**src/rtl/portctl_pkg.sv**
```systemverilog
package portctl_pkg;

  localparam int NUM_OFS = 4;

  localparam logic [2:0] CODE_QUEUE  = 3'b000;
  localparam logic [2:0] CODE_BYPASS = 3'b001;

  typedef struct packed {
    logic                abWr;
    logic                baRd;
    logic                bypWr;
    logic                bypRd;
    logic [NUM_OFS-1:0]  ofsWr;
    logic [NUM_OFS-1:0]  ofsRd;
  } acc_t;

endpackage

```
**src/rtl/portctl_decode.sv**
```systemverilog
module portctl_decode
  import portctl_pkg::*;
(
  input  logic       clk,
  input  logic       rstN,
  input  logic       csN,
  input  logic       enN,
  input  logic       rdWrN,
  input  logic [2:0] addrIn,
  output acc_t       accNow,
  output logic       abWrStb,
  output logic       baRdStb,
  output logic       bypWrStb,
  output logic       bypRdStb,
  output logic       bypassOn
);

  logic selected;
  assign selected = !csN && !enN;

  always_comb begin
    accNow = '0;
    if (selected) begin
      if (addrIn == CODE_QUEUE) begin
        accNow.baRd = rdWrN;
        accNow.abWr = !rdWrN;
      end else if (addrIn == CODE_BYPASS) begin
        accNow.bypRd = rdWrN;
        accNow.bypWr = !rdWrN;
      end else if (addrIn[2]) begin
        accNow.ofsRd[addrIn[1:0]] = rdWrN;
        accNow.ofsWr[addrIn[1:0]] = !rdWrN;
      end
    end
  end

  always_ff @(posedge clk or negedge rstN) begin
    if (!rstN) begin
      abWrStb  <= 1'b0;
      baRdStb  <= 1'b0;
      bypWrStb <= 1'b0;
      bypRdStb <= 1'b0;
    end else begin
      abWrStb  <= accNow.abWr;
      baRdStb  <= accNow.baRd;
      bypWrStb <= accNow.bypWr;
      bypRdStb <= accNow.bypRd;
    end
  end

  always_ff @(posedge clk or negedge rstN) begin
    if (!rstN)                          bypassOn <= 1'b0;
    else if (csN)                       bypassOn <= 1'b0;
    else if (addrIn == CODE_QUEUE)      bypassOn <= 1'b0;
    else if (addrIn == CODE_BYPASS)     bypassOn <= 1'b1;
  end

  assert_idle_no_strobe_R2: assert property (@(posedge clk) disable iff (!rstN)
    (csN || enN) |=> !(abWrStb || baRdStb || bypWrStb || bypRdStb));

  assert_unused_code_quiet_R8: assert property (@(posedge clk) disable iff (!rstN)
    (addrIn == 3'b010 || addrIn == 3'b011) |=> !(abWrStb || baRdStb || bypWrStb || bypRdStb));

  assert_bypass_enter_R9: assert property (@(posedge clk) disable iff (!rstN)
    (!csN && addrIn == CODE_BYPASS) |=> bypassOn);

  assert_bypass_leave_R9: assert property (@(posedge clk) disable iff (!rstN)
    (csN || addrIn == CODE_QUEUE) |=> !bypassOn);

  assert_queue_write_R3: assert property (@(posedge clk) disable iff (!rstN)
    (!csN && !enN && !rdWrN && addrIn == CODE_QUEUE) |=> (abWrStb && !baRdStb));

  assert_strobe_single_R5: assert property (@(posedge clk) disable iff (!rstN)
    $onehot0({abWrStb, baRdStb, bypWrStb, bypRdStb}));

endmodule

```
**src/rtl/portctl_regs.sv**
```systemverilog
module portctl_regs
  import portctl_pkg::*;
#(
  parameter int DATA_W   = 18,
  parameter int OFS_W    = 9,
  parameter int OFS_INIT = 8
) (
  input  logic                            clk,
  input  logic                            rstN,
  input  acc_t                            accNow,
  input  logic [DATA_W-1:0]               dataIn,
  input  logic [DATA_W-1:0]               fifoRdData,
  input  logic [DATA_W-1:0]               bypRdData,
  output logic [DATA_W-1:0]               wrData,
  output logic [DATA_W-1:0]               dataOut,
  output logic [NUM_OFS-1:0][OFS_W-1:0]   ofsVal
);

  localparam logic [OFS_W-1:0] OFS_RESET = OFS_W'(OFS_INIT);

  logic               anyRead;
  logic               anyWrite;
  logic [DATA_W-1:0]  readMux;

  assign anyRead  = accNow.baRd || accNow.bypRd || (|accNow.ofsRd);
  assign anyWrite = accNow.abWr || accNow.bypWr;

  for (genvar g = 0; g < NUM_OFS; g++) begin : g_ofs
    always_ff @(posedge clk or negedge rstN) begin
      if (!rstN)                ofsVal[g] <= OFS_RESET;
      else if (accNow.ofsWr[g]) ofsVal[g] <= dataIn[OFS_W-1:0];
    end

    assert_ofs_hold_R6: assert property (@(posedge clk) disable iff (!rstN)
      !accNow.ofsWr[g] |=> $stable(ofsVal[g]));
  end

  always_comb begin
    readMux = '0;
    if (accNow.baRd)  readMux = fifoRdData;
    if (accNow.bypRd) readMux = bypRdData;
    for (int i = 0; i < NUM_OFS; i++) begin
      if (accNow.ofsRd[i]) readMux = DATA_W'(ofsVal[i]);
    end
  end

  always_ff @(posedge clk or negedge rstN) begin
    if (!rstN)        dataOut <= '0;
    else if (anyRead) dataOut <= readMux;
  end

  always_ff @(posedge clk or negedge rstN) begin
    if (!rstN)         wrData <= '0;
    else if (anyWrite) wrData <= dataIn;
  end

  assert_dataout_hold_R2: assert property (@(posedge clk) disable iff (!rstN)
    !anyRead |=> $stable(dataOut));

  assert_queue_read_R4: assert property (@(posedge clk) disable iff (!rstN)
    accNow.baRd |=> (dataOut == $past(fifoRdData)));

endmodule

```
**src/rtl/porta_ctrl.sv**
```systemverilog
module porta_ctrl
  import portctl_pkg::*;
#(
  parameter int DATA_W   = 18,
  parameter int OFS_W    = 9,
  parameter int OFS_INIT = 8
) (
  input  logic              clk,
  input  logic              rstN,
  input  logic              csN,
  input  logic [2:0]        addrIn,
  input  logic              rdWrN,
  input  logic              enN,
  input  logic              oeN,
  input  logic [DATA_W-1:0] dataIn,
  input  logic [DATA_W-1:0] fifoRdData,
  input  logic [DATA_W-1:0] bypRdData,
  output logic [DATA_W-1:0] dataOut,
  output logic              driveEn,
  output logic              abWrStb,
  output logic              baRdStb,
  output logic              bypWrStb,
  output logic              bypRdStb,
  output logic [DATA_W-1:0] wrData,
  output logic              bypassOn,
  output logic [OFS_W-1:0]  ofsAbAe,
  output logic [OFS_W-1:0]  ofsAbAf,
  output logic [OFS_W-1:0]  ofsBaAe,
  output logic [OFS_W-1:0]  ofsBaAf
);

  acc_t                          accNow;
  logic [NUM_OFS-1:0][OFS_W-1:0] ofsVal;

  portctl_decode u_decode (
    .clk      (clk),
    .rstN     (rstN),
    .csN      (csN),
    .enN      (enN),
    .rdWrN    (rdWrN),
    .addrIn   (addrIn),
    .accNow   (accNow),
    .abWrStb  (abWrStb),
    .baRdStb  (baRdStb),
    .bypWrStb (bypWrStb),
    .bypRdStb (bypRdStb),
    .bypassOn (bypassOn)
  );

  portctl_regs #(
    .DATA_W   (DATA_W),
    .OFS_W    (OFS_W),
    .OFS_INIT (OFS_INIT)
  ) u_regs (
    .clk        (clk),
    .rstN       (rstN),
    .accNow     (accNow),
    .dataIn     (dataIn),
    .fifoRdData (fifoRdData),
    .bypRdData  (bypRdData),
    .wrData     (wrData),
    .dataOut    (dataOut),
    .ofsVal     (ofsVal)
  );

  assign driveEn = !oeN && !csN && rdWrN;

  assign ofsAbAe = ofsVal[0];
  assign ofsAbAf = ofsVal[1];
  assign ofsBaAe = ofsVal[2];
  assign ofsBaAf = ofsVal[3];

  assert_drive_needs_read_R10: assert property (@(posedge clk) disable iff (!rstN)
    (csN || !rdWrN) |-> !driveEn);

endmodule

```
**config.mk**
```make
export PLATFORM = sky130hd
export DESIGN_NAME = porta_ctrl
export DESIGN_NICKNAME = d
export VERILOG_FILES = /design/src/rtl/portctl_pkg.sv /design/src/rtl/portctl_decode.sv /design/src/rtl/portctl_regs.sv /design/src/rtl/porta_ctrl.sv
export SDC_FILE = /design/constraint.sdc
export NUM_CORES = 1
export LEC_CHECK = 0
export ABC_AREA = 1
export ABC_CLOCK_PERIOD_IN_PS = 900
export BUFFER_PORTS_ARGS = -buffer_cell sky130_fd_sc_hd__buf_2
export CORE_UTILIZATION = 50
export CTS_BUF_LIST = sky130_fd_sc_hd__clkbuf_2
export DETAILED_ROUTE_END_ITERATION = 10
export PLACE_DENSITY = 0.84
export SLEW_MARGIN = 20
export SYNTH_ARGS = -nofsm -noshare
export SYNTH_HDL_FRONTEND = slang
export SYNTH_SLANG_ARGS = --single-unit
```
**constraint.sdc**
```tcl
create_clock -name clk -period 0.9 [get_ports clk]
set_input_delay 0.045 -clock clk [delete_from_list [all_inputs] [get_ports clk]]
set_output_delay 0.045 -clock clk [all_outputs]
set_load 0.03 [all_outputs]
```
==> results of run 1 <==
what timing repair did:
action / in CTS
hold endpoints to repair: 151
hold buffers: 58
gates resized for setup: 175
buffers inserted: 42
pin swaps: 11
endpoints found under the setup margin: 82
metrics by stage:
stage / cell area, sq um / setup TNS [ns] / util, % / hold WS, ns
after detailed placement: 4620 / -15.82 / 71.5 / -0.0308
after global placement: 4620 / -12.37 / 71.5 / -0.0381
after CTS: 6190 / -23.03 / 95.8 / -0.0964
after floorplan: 3530 / -3.62 / - / -0.251
cell families after synthesis:
group / count (synthesis) / synth area share [%]
flops: 77 / 56.7
buf+inv: 46 / 6.21
compound gates: 46 / 6.76
simple gates: 225 / 30.3
==> summary.md, run 1 <==
| Metric | Value |
|---|---|
| Seq cells post-synth | `77` |
| IO Pins | `141` |
| Vert. Die Dim | `84.5 um` |
| Distinct cells, synth | `21` |
| Synth cell count leaders | `nand2_1 (94), dfrtp_1 (73), nand3_1 (67), nor2_1 (41), o21ai_0 (28)` |
| Syn Nets | `457` |
| CTS max path bufs | `2` |
| CTS buffer count | `9` |
| Core Rows | `29` |
| Chip width | `84.5 um` |
| FFs w/ async S/R, synth | `100%` |
| CTS sink cnt | `77` |
| Clk root buf | `clkbuf_2` |
| PortBufs | `140` |
| Largest net degree at the start of global routing | `30` |
| Syn Std Cell Area | `3410 sq um` |
| Worst_ep grt | `ofsBaAf[3]` |
| Exit stage | `global routing (5_1_grt)` |
| Dpl ws | `-0.328 ns` |
| CTS H-tree lvls | `3` |
| Top FF cell, synth | `dfrtp_1` |
| Sequential share of the synthesized area | `56.7%` |
| Initial core utilization | `52.7%` |
| Kind of the worst endpoint | `output port` |
| Ranking of synthesized cells by area | `dfrtp_1 (54%), nand2_1 (10%), nand3_1 (9.8%), nor2_1 (4.5%), o21ai_0 (4.1%)` |
| Dominant cell type by area after synthesis | `dfrtp_1` |
| Total placed cells including tap cells | `639` |
| Number of synthesized flops with an enable pin | `0` |
| Outcome | `aborted with a tool error` |
| Error msg | `[ERROR DPL-0038] Utilization greater than 100%, impossible to legalize` |
| Synth top area share | `53.6%` |
| Most common cell in the netlist | `nand2_1` |
| GPL Wtd Cong | `0.894` |
| DP HPWL | `7380 um` |
| Synthesis Warnings | `0` |
| Syn Area/Cell | `8.64 sq um` |
| Mapped Cells | `394` |
==> run 2: changes to the inputs <==
Settings changed: CORE_UTILIZATION 50 to 37, CTS_BUF_LIST sky130_fd_sc_hd__clkbuf_2 to default, PLACE_DENSITY 0.84 to default, PLACE_DENSITY_LB_ADDON from default to 0.15.
==> summary.md, run 2 <==
| Metric | Value |
|---|---|
| Pwr dens | `2100 nW/um^2` |
| Filler cells | `645` |
| Syn Std Cell Area | `3410 sq um` |
| Diodes inserted | `0` |
| Setup TNS | `-5.78 ns` |
| Outcome | `finished, violations left` |
| Worst VDD drop | `2.04 mV` |
| Psw | `4.79 mW` |
| CP max stage delay | `0.55 ns` |
| Sequential share of power | `35.2%` |
| Total placed cells including tap cells | `675` |
| First-pass GRT wire length | `19,500 um` |
| Slew @ Worst Pin | `0.317 ns` |
| Vias | `3,808` |
| Number of global-route vias before repair | `3,937` |
| Layout net count | `729` |
| Via/cell ratio | `4.89` |
| Logic pwr share | `42.9%` |
| Mapped Cells | `394` |
| Commonest non-fill, non-tap cells in the layout | `buf_6 (106), nand2_1 (89), buf_4 (74)` |
| CP Class | `flop to primary output` |
| PortBufs | `140` |
| Dpl ws | `-0.273 ns` |
| DP HPWL | `7610 um` |
| Commonest non-fill, non-tap cell in the layout | `buf_6` |
| RSZ-0062 raised after global routing | `true` |
| Critical path arrival | `1.10 ns` |
| Switching Fraction | `35.5%` |
| Most frequent CP cell | `buf_6` |
| Clock slew seen by the registers of the worst setup and hold paths | `0.08 ns` |
| Largest reg by FF count | `u_regs.ofsVal` |
| Most common cell in the netlist | `nand2_1` |
| Tmin final | `1.15 ns` |
| Int Power | `8.72 mW` |
| Grt ovf | `0` |
| CTS sink cnt | `77` |
| Startpoint class of the critical path | `flop` |
| GPL Wtd Cong | `0.904` |
| Detail Route Antenna Nets | `0` |
| Fin. max-slew vios | `0` |
| DRC Markers | `10` |
| Wire per inst | `16.3 um` |
| Clk root buf | `clkbuf_8` |
| Top FF cell, synth | `dfrtp_1` |
| Max-Cap Viols | `0` |
| Max reg flops | `36` |
| Layout cell share with drive strength beyond 1 | `51.9%` |
| CTS buffer count | `9` |
| Seq cells post-synth | `77` |
| Relative slew slack | `78.8%` |
| FFs w/ async S/R, synth | `100%` |
| Overall routing resource usage | `26.4%` |
| Endpoints failing setup | `91` |
| Total wire length | `12,700 um` |
| Worst clock skew | `0.00685 ns` |
| Crit. End Element | `primary output` |
| Max Clock Freq | `0.872 GHz` |
| Core Rows | `34` |
| Failing checks | `design-rule violations, negative setup slack` |
| CP max stage cell | `dfstp_2` |
| TritonCTS clock tree | `built` |
| Final core occ | `73.1%` |
| CTS H-tree lvls | `3` |
| Ranking of synthesized cells by area | `dfrtp_1 (54%), nand2_1 (10%), nand3_1 (9.8%), nor2_1 (4.5%), o21ai_0 (4.1%)` |
| Dominant cell type by area after synthesis | `dfrtp_1` |
| Chip width | `97.9 um` |
| Clock power frac | `21.9%` |
| Initial core utilization | `38.7%` |
| Full die area | `9590 sq um` |
| IO Pins | `141` |
| Sequential share of the synthesized area | `56.7%` |
| CTS max path bufs | `2` |
| Synthesis Warnings | `0` |
| CP max FO | `2` |
| Initial antenna violation count | `0` |
| Number of synthesized flops with an enable pin | `0` |
| Top Registers | `u_regs.ofsVal x36, u_regs.dataOut x18, u_regs.wrData x18` |
| Distinct cells, synth | `21` |
| Hold WC Path Type | `input pin to flop` |
| Area grow syn2layout | `89.1%` |
| Drt pass-1 iters | `9` |
| Critical Path RT | `0.85 ns` |
| Static Leak | `3.28 nW` |
| Core Box Area | `8810 sq um` |
| Critical path, cell by cell | `buf_6, buf_6` |
| Syn Nets | `457` |
| Post-Layout Cell Count | `779` |
| Syn Area/Cell | `8.64 sq um` |
| Largest net degree at the start of global routing | `29` |
| Final Hold Viols | `0` |
| Fin crit share | `127%` |
| Clock Latency Late Sink | `0.34 ns` |
| Synth cell count leaders | `nand2_1 (94), dfrtp_1 (73), nand3_1 (67), nor2_1 (41), o21ai_0 (28)` |
| Vert. Die Dim | `97.9 um` |
| Synth top area share | `53.6%` |
| 1st-iter DRT viols | `194` |
| Worst setup margin | `-0.246 ns` |
[run 2: repair_timing]
item	CTS	global route
hold buffers	28	0
endpoints found under the setup margin	85	99
resized for setup	206	34
pin swaps	25	28
gates cloned	0	1
buffers inserted	41	19
hold endpoints to repair	93	0
[run 2: kinds of logic after synthesis]
group	count (synthesis)	synth area share (%)
flip-flops	77	56.7
AND/OR/NAND/NOR	225	30.3
AO/OA/AOI/OAI	46	6.76
buffers and inverters	46	6.21
[run 2: critical path: cells and delay by family, from the launching register on]
family | cells | cell delay, ns
buf+inv | 2 | 0.22
flops | 1 | 0.55
[run 2: metal layers]
layer | track usage [%] | vias to the layer above | share of wire (%)
met1 | 31.8 | 1831 | 40
met4 | 7.46 | 0 | 2.2
met5 | 0 | - | 0
li1 | - | 1838 | -
met2 | 47.8 | 122 | 53
met3 | 4.94 | 17 | 5.0
[run 2: final cells by class]
cell class              count  area (sq um)  share of cell area (%)
well taps                 108           135                    2.10
inverters                  28           113                    1.75
repair buffers            278          2500                    38.8
clock inverters             6          95.1                    1.48
flip-flops and latches     77          1940                    30.1
multi-input cells         272          1530                    23.7
clock buffers              10           128                    1.98
[run 2: power by group through the flow]
stage	clock (mW)	combinational [mW]	sequential, mW
after floorplan	0	0.769	6.06
after global placement	0	3.66	4.63
after detailed placement	0	3.70	4.64
after CTS	2.98	5.33	4.71
after global routing	3.15	6.13	4.82
final	2.96	5.80	4.75
[run 2: worst paths after layout]
kind                                               startpoint                            end  slack (ns)  cells after the start
worst max-delay path             u_regs.ofsVal[3]$_DFFE_PN1P_                     ofsAbAe[3]       -0.25                      2
worst min-delay path                            fifoRdData[7]  u_regs.dataOut[7]$_DFFE_PN0P_        0.04                      5
worst max register to register  u_regs.ofsVal[12]$_DFFE_PN1P_  u_regs.dataOut[3]$_DFFE_PN0P_       -0.09                      5
worst min register to register  u_regs.ofsVal[24]$_DFFE_PN0P_  u_regs.ofsVal[24]$_DFFE_PN0P_        0.55                      2
max in group asynchronous                                rstN   u_regs.ofsVal[3]$_DFFE_PN1P_        0.31                      3
min in group asynchronous                                rstN   u_regs.ofsVal[4]$_DFFE_PN0P_        0.09                      2
[run 2: per-stage QoR]
step | cell area (sq um) | power, mW | hold WS, ns
floorplan | 3530 | 6.83 | -0.251
global placement | 4710 | 8.29 | -0.0872
detailed placement | 4710 | 8.34 | -0.0794
CTS | 6180 | 13.0 | 0.0200
global route | 6440 | 14.1 | 0.0466
finish | 6440 | 13.5 | 0.0407
(Power assumes the default switching activity.)
==> run 3: changes to the inputs <==
Settings changed: ABC_CLOCK_PERIOD_IN_PS 900 to 1500.
Clock period 0.9 ns to 1.5 ns, I/O delays scaled along.
==> summary.md, run 3 (synthesis results as in run 2) <==
| Metric | Value |
|---|---|
| Initial antenna violation count | `0` |
| Total placed cells including tap cells | `640` |
| Crit. End Element | `primary output` |
| Top Registers | `u_regs.ofsVal x36, u_regs.dataOut x18, u_regs.wrData x18` |
| Relative slew slack | `70.6%` |
| Critical path, cell by cell | `buf_2` |
| Worst clock skew | `0.0162 ns` |
| Layout net count | `634` |
| CP Class | `flop to primary output` |
| Full die area | `9590 sq um` |
| Critical path arrival | `1.10 ns` |
| Startpoint class of the critical path | `flop` |
| Detail Route Antenna Nets | `0` |
| Design Area, Final | `4770 sq um` |
| Commonest non-fill, non-tap cell in the layout | `buf_2` |
| Pwr dens | `1340 nW/um^2` |
| Area grow syn2layout | `40.1%` |
| CTS buffer count | `9` |
| Clock Latency Late Sink | `0.35 ns` |
| Wire per inst | `15.2 um` |
| Filler cells | `847` |
| Tmin final | `1.18 ns` |
| Reg area | `1930 sq um` |
| Core Rows | `34` |
| Hold WC Path Type | `input pin to flop` |
| CTS sink cnt | `77` |
| RSZ-0062 raised after global routing | `false` |
| Max-Cap Viols | `0` |
| Post-Layout Cell Count | `684` |
| Outcome | `finished, violations left` |
| DRC Markers | `11` |
| Multi-input gate area | `1260 sq um` |
| Diodes inserted | `0` |
| Clock slew seen by the registers of the worst setup and hold paths | `0.09 ns` |
| IO Pins | `141` |
| CP max FO | `3` |
| Static Leak | `2.54 nW` |
| GPL Wtd Cong | `0.892` |
| Clk root buf | `clkbuf_8` |
| Core Box Area | `8810 sq um` |
| Largest reg by FF count | `u_regs.ofsVal` |
| Area after DPL | `4300 sq um` |
| Crit path buf inv count | `1` |
| Top delay family on crit path | `flip-flops` |
| Via/cell ratio | `4.87` |
| Failing checks | `design-rule violations` |
| CTS H-tree lvls | `3` |
| Grt ovf | `0` |
| Endpoints failing setup | `0` |
| TritonCTS clock tree | `built` |
| Critical Path RT | `1.42 ns` |
| CP max stage delay | `0.55 ns` |
| Commonest non-fill, non-tap cells in the layout | `buf_2 (139), nand2_1 (94), dfrtp_1 (73)` |
| Chip width | `97.9 um` |
| Final core occ | `54.2%` |
| Vert. Die Dim | `97.9 um` |
| Drt pass-1 iters | `8` |
| First-pass GRT wire length | `16,600 um` |
| Overall routing resource usage | `22.5%` |
| PortBufs | `140` |
| Vias | `3,329` |
| Final Hold Viols | `0` |
| Layout cell share with drive strength beyond 1 | `32.6%` |
| DP HPWL | `7330 um` |
| Initial core utilization | `38.7%` |
| 1st-iter DRT viols | `196` |
| CP max stage cell | `dfstp_2` |
| Max reg flops | `36` |
| Slew @ Worst Pin | `0.440 ns` |
| Number of global-route vias before repair | `3,252` |
| Total wire length | `10,400 um` |
| Fin. max-slew vios | `0` |
| Post-CTS sizing | `0` |
| Worst VDD drop | `0.653 mV` |
| Max Clock Freq | `0.848 GHz` |
| Largest net degree at the start of global routing | `32` |
| R2R setup slack | `0.51 ns` |
| CTS max path bufs | `2` |
| Fin crit share | `78.6%` |
==> run 3: cell count changes in the layout (fill, tap and decap cells not counted), moves of 8 or more <==
cell and change:
buf_2 +77, buf_4 -60, buf_6 -106, nand3_1 +24, nand3_2 -24, nor2_1 +20, nor2_2 -12, nor2_4 -8
==> run 3: through the flow <==
step / setup WS [ns] / setup TNS [ns] / total power [mW] / hold slack [ns]
final: 0.320 / 0 / 6.39 / 0.0172
after global routing: 0.238 / 0 / 6.72 / 0.0271
after CTS: 0.307 / 0 / 6.44 / 0.00772
after detailed placement: -0.00761 / -0.00961 / 4.80 / 0.0339
after global placement: 0.0333 / 0 / 4.77 / 0.0286
after floorplan: 0.370 / 0 / 4.06 / -0.221
==> run 3: path summary, 6_finish.rpt <==
kind	from	end	cells past startpoint
max	u_regs.ofsVal[21]$_DFFE_PN1P_	ofsBaAe[3]	1
min	csN	u_decode.bypassOn$_DFFE_PN0P_	4
max reg2reg	u_regs.ofsVal[8]$_DFFE_PN0P_	u_regs.dataOut[8]$_DFFE_PN0P_	4
min reg2reg	u_regs.ofsVal[21]$_DFFE_PN1P_	u_regs.ofsVal[21]$_DFFE_PN1P_	2
max in group asynchronous	rstN	u_regs.ofsVal[7]$_DFFE_PN0P_	3
min in group asynchronous	rstN	u_regs.dataOut[11]$_DFFE_PN0P_	2
==> run 3: area by class of cell <==
cell class	count	share of cell area, %
clock buffer	10	2.67
multi-input combinational	271	26.5
inverter	28	2.20
timing repair buffer	184	23.9
tap	108	2.83
clock inverter	6	1.44
sequential	77	40.5
==> run 3: where the power goes <==
part           switching (mW)  internal [mW]
combinational            1.40          0.626
sequential              0.284           2.50
clock                   0.798          0.781
==> run 3: timing repair <==
item / CTS / global route
hold buffers: 28 / 0
endpoints found under the hold margin: 53 / 0
setup buffers: 0 / 0
==> run 3: metal layers <==
layer / vias up / part of all wire (%) / track usage [%]
met1: 1561 / 44 / 29.0
li1: 1647 / - / -
met3: 12 / 5.4 / 4.37
met5: - / 0 / 0
met4: 0 / 1.3 / 8.39
met2: 109 / 50 / 37.6
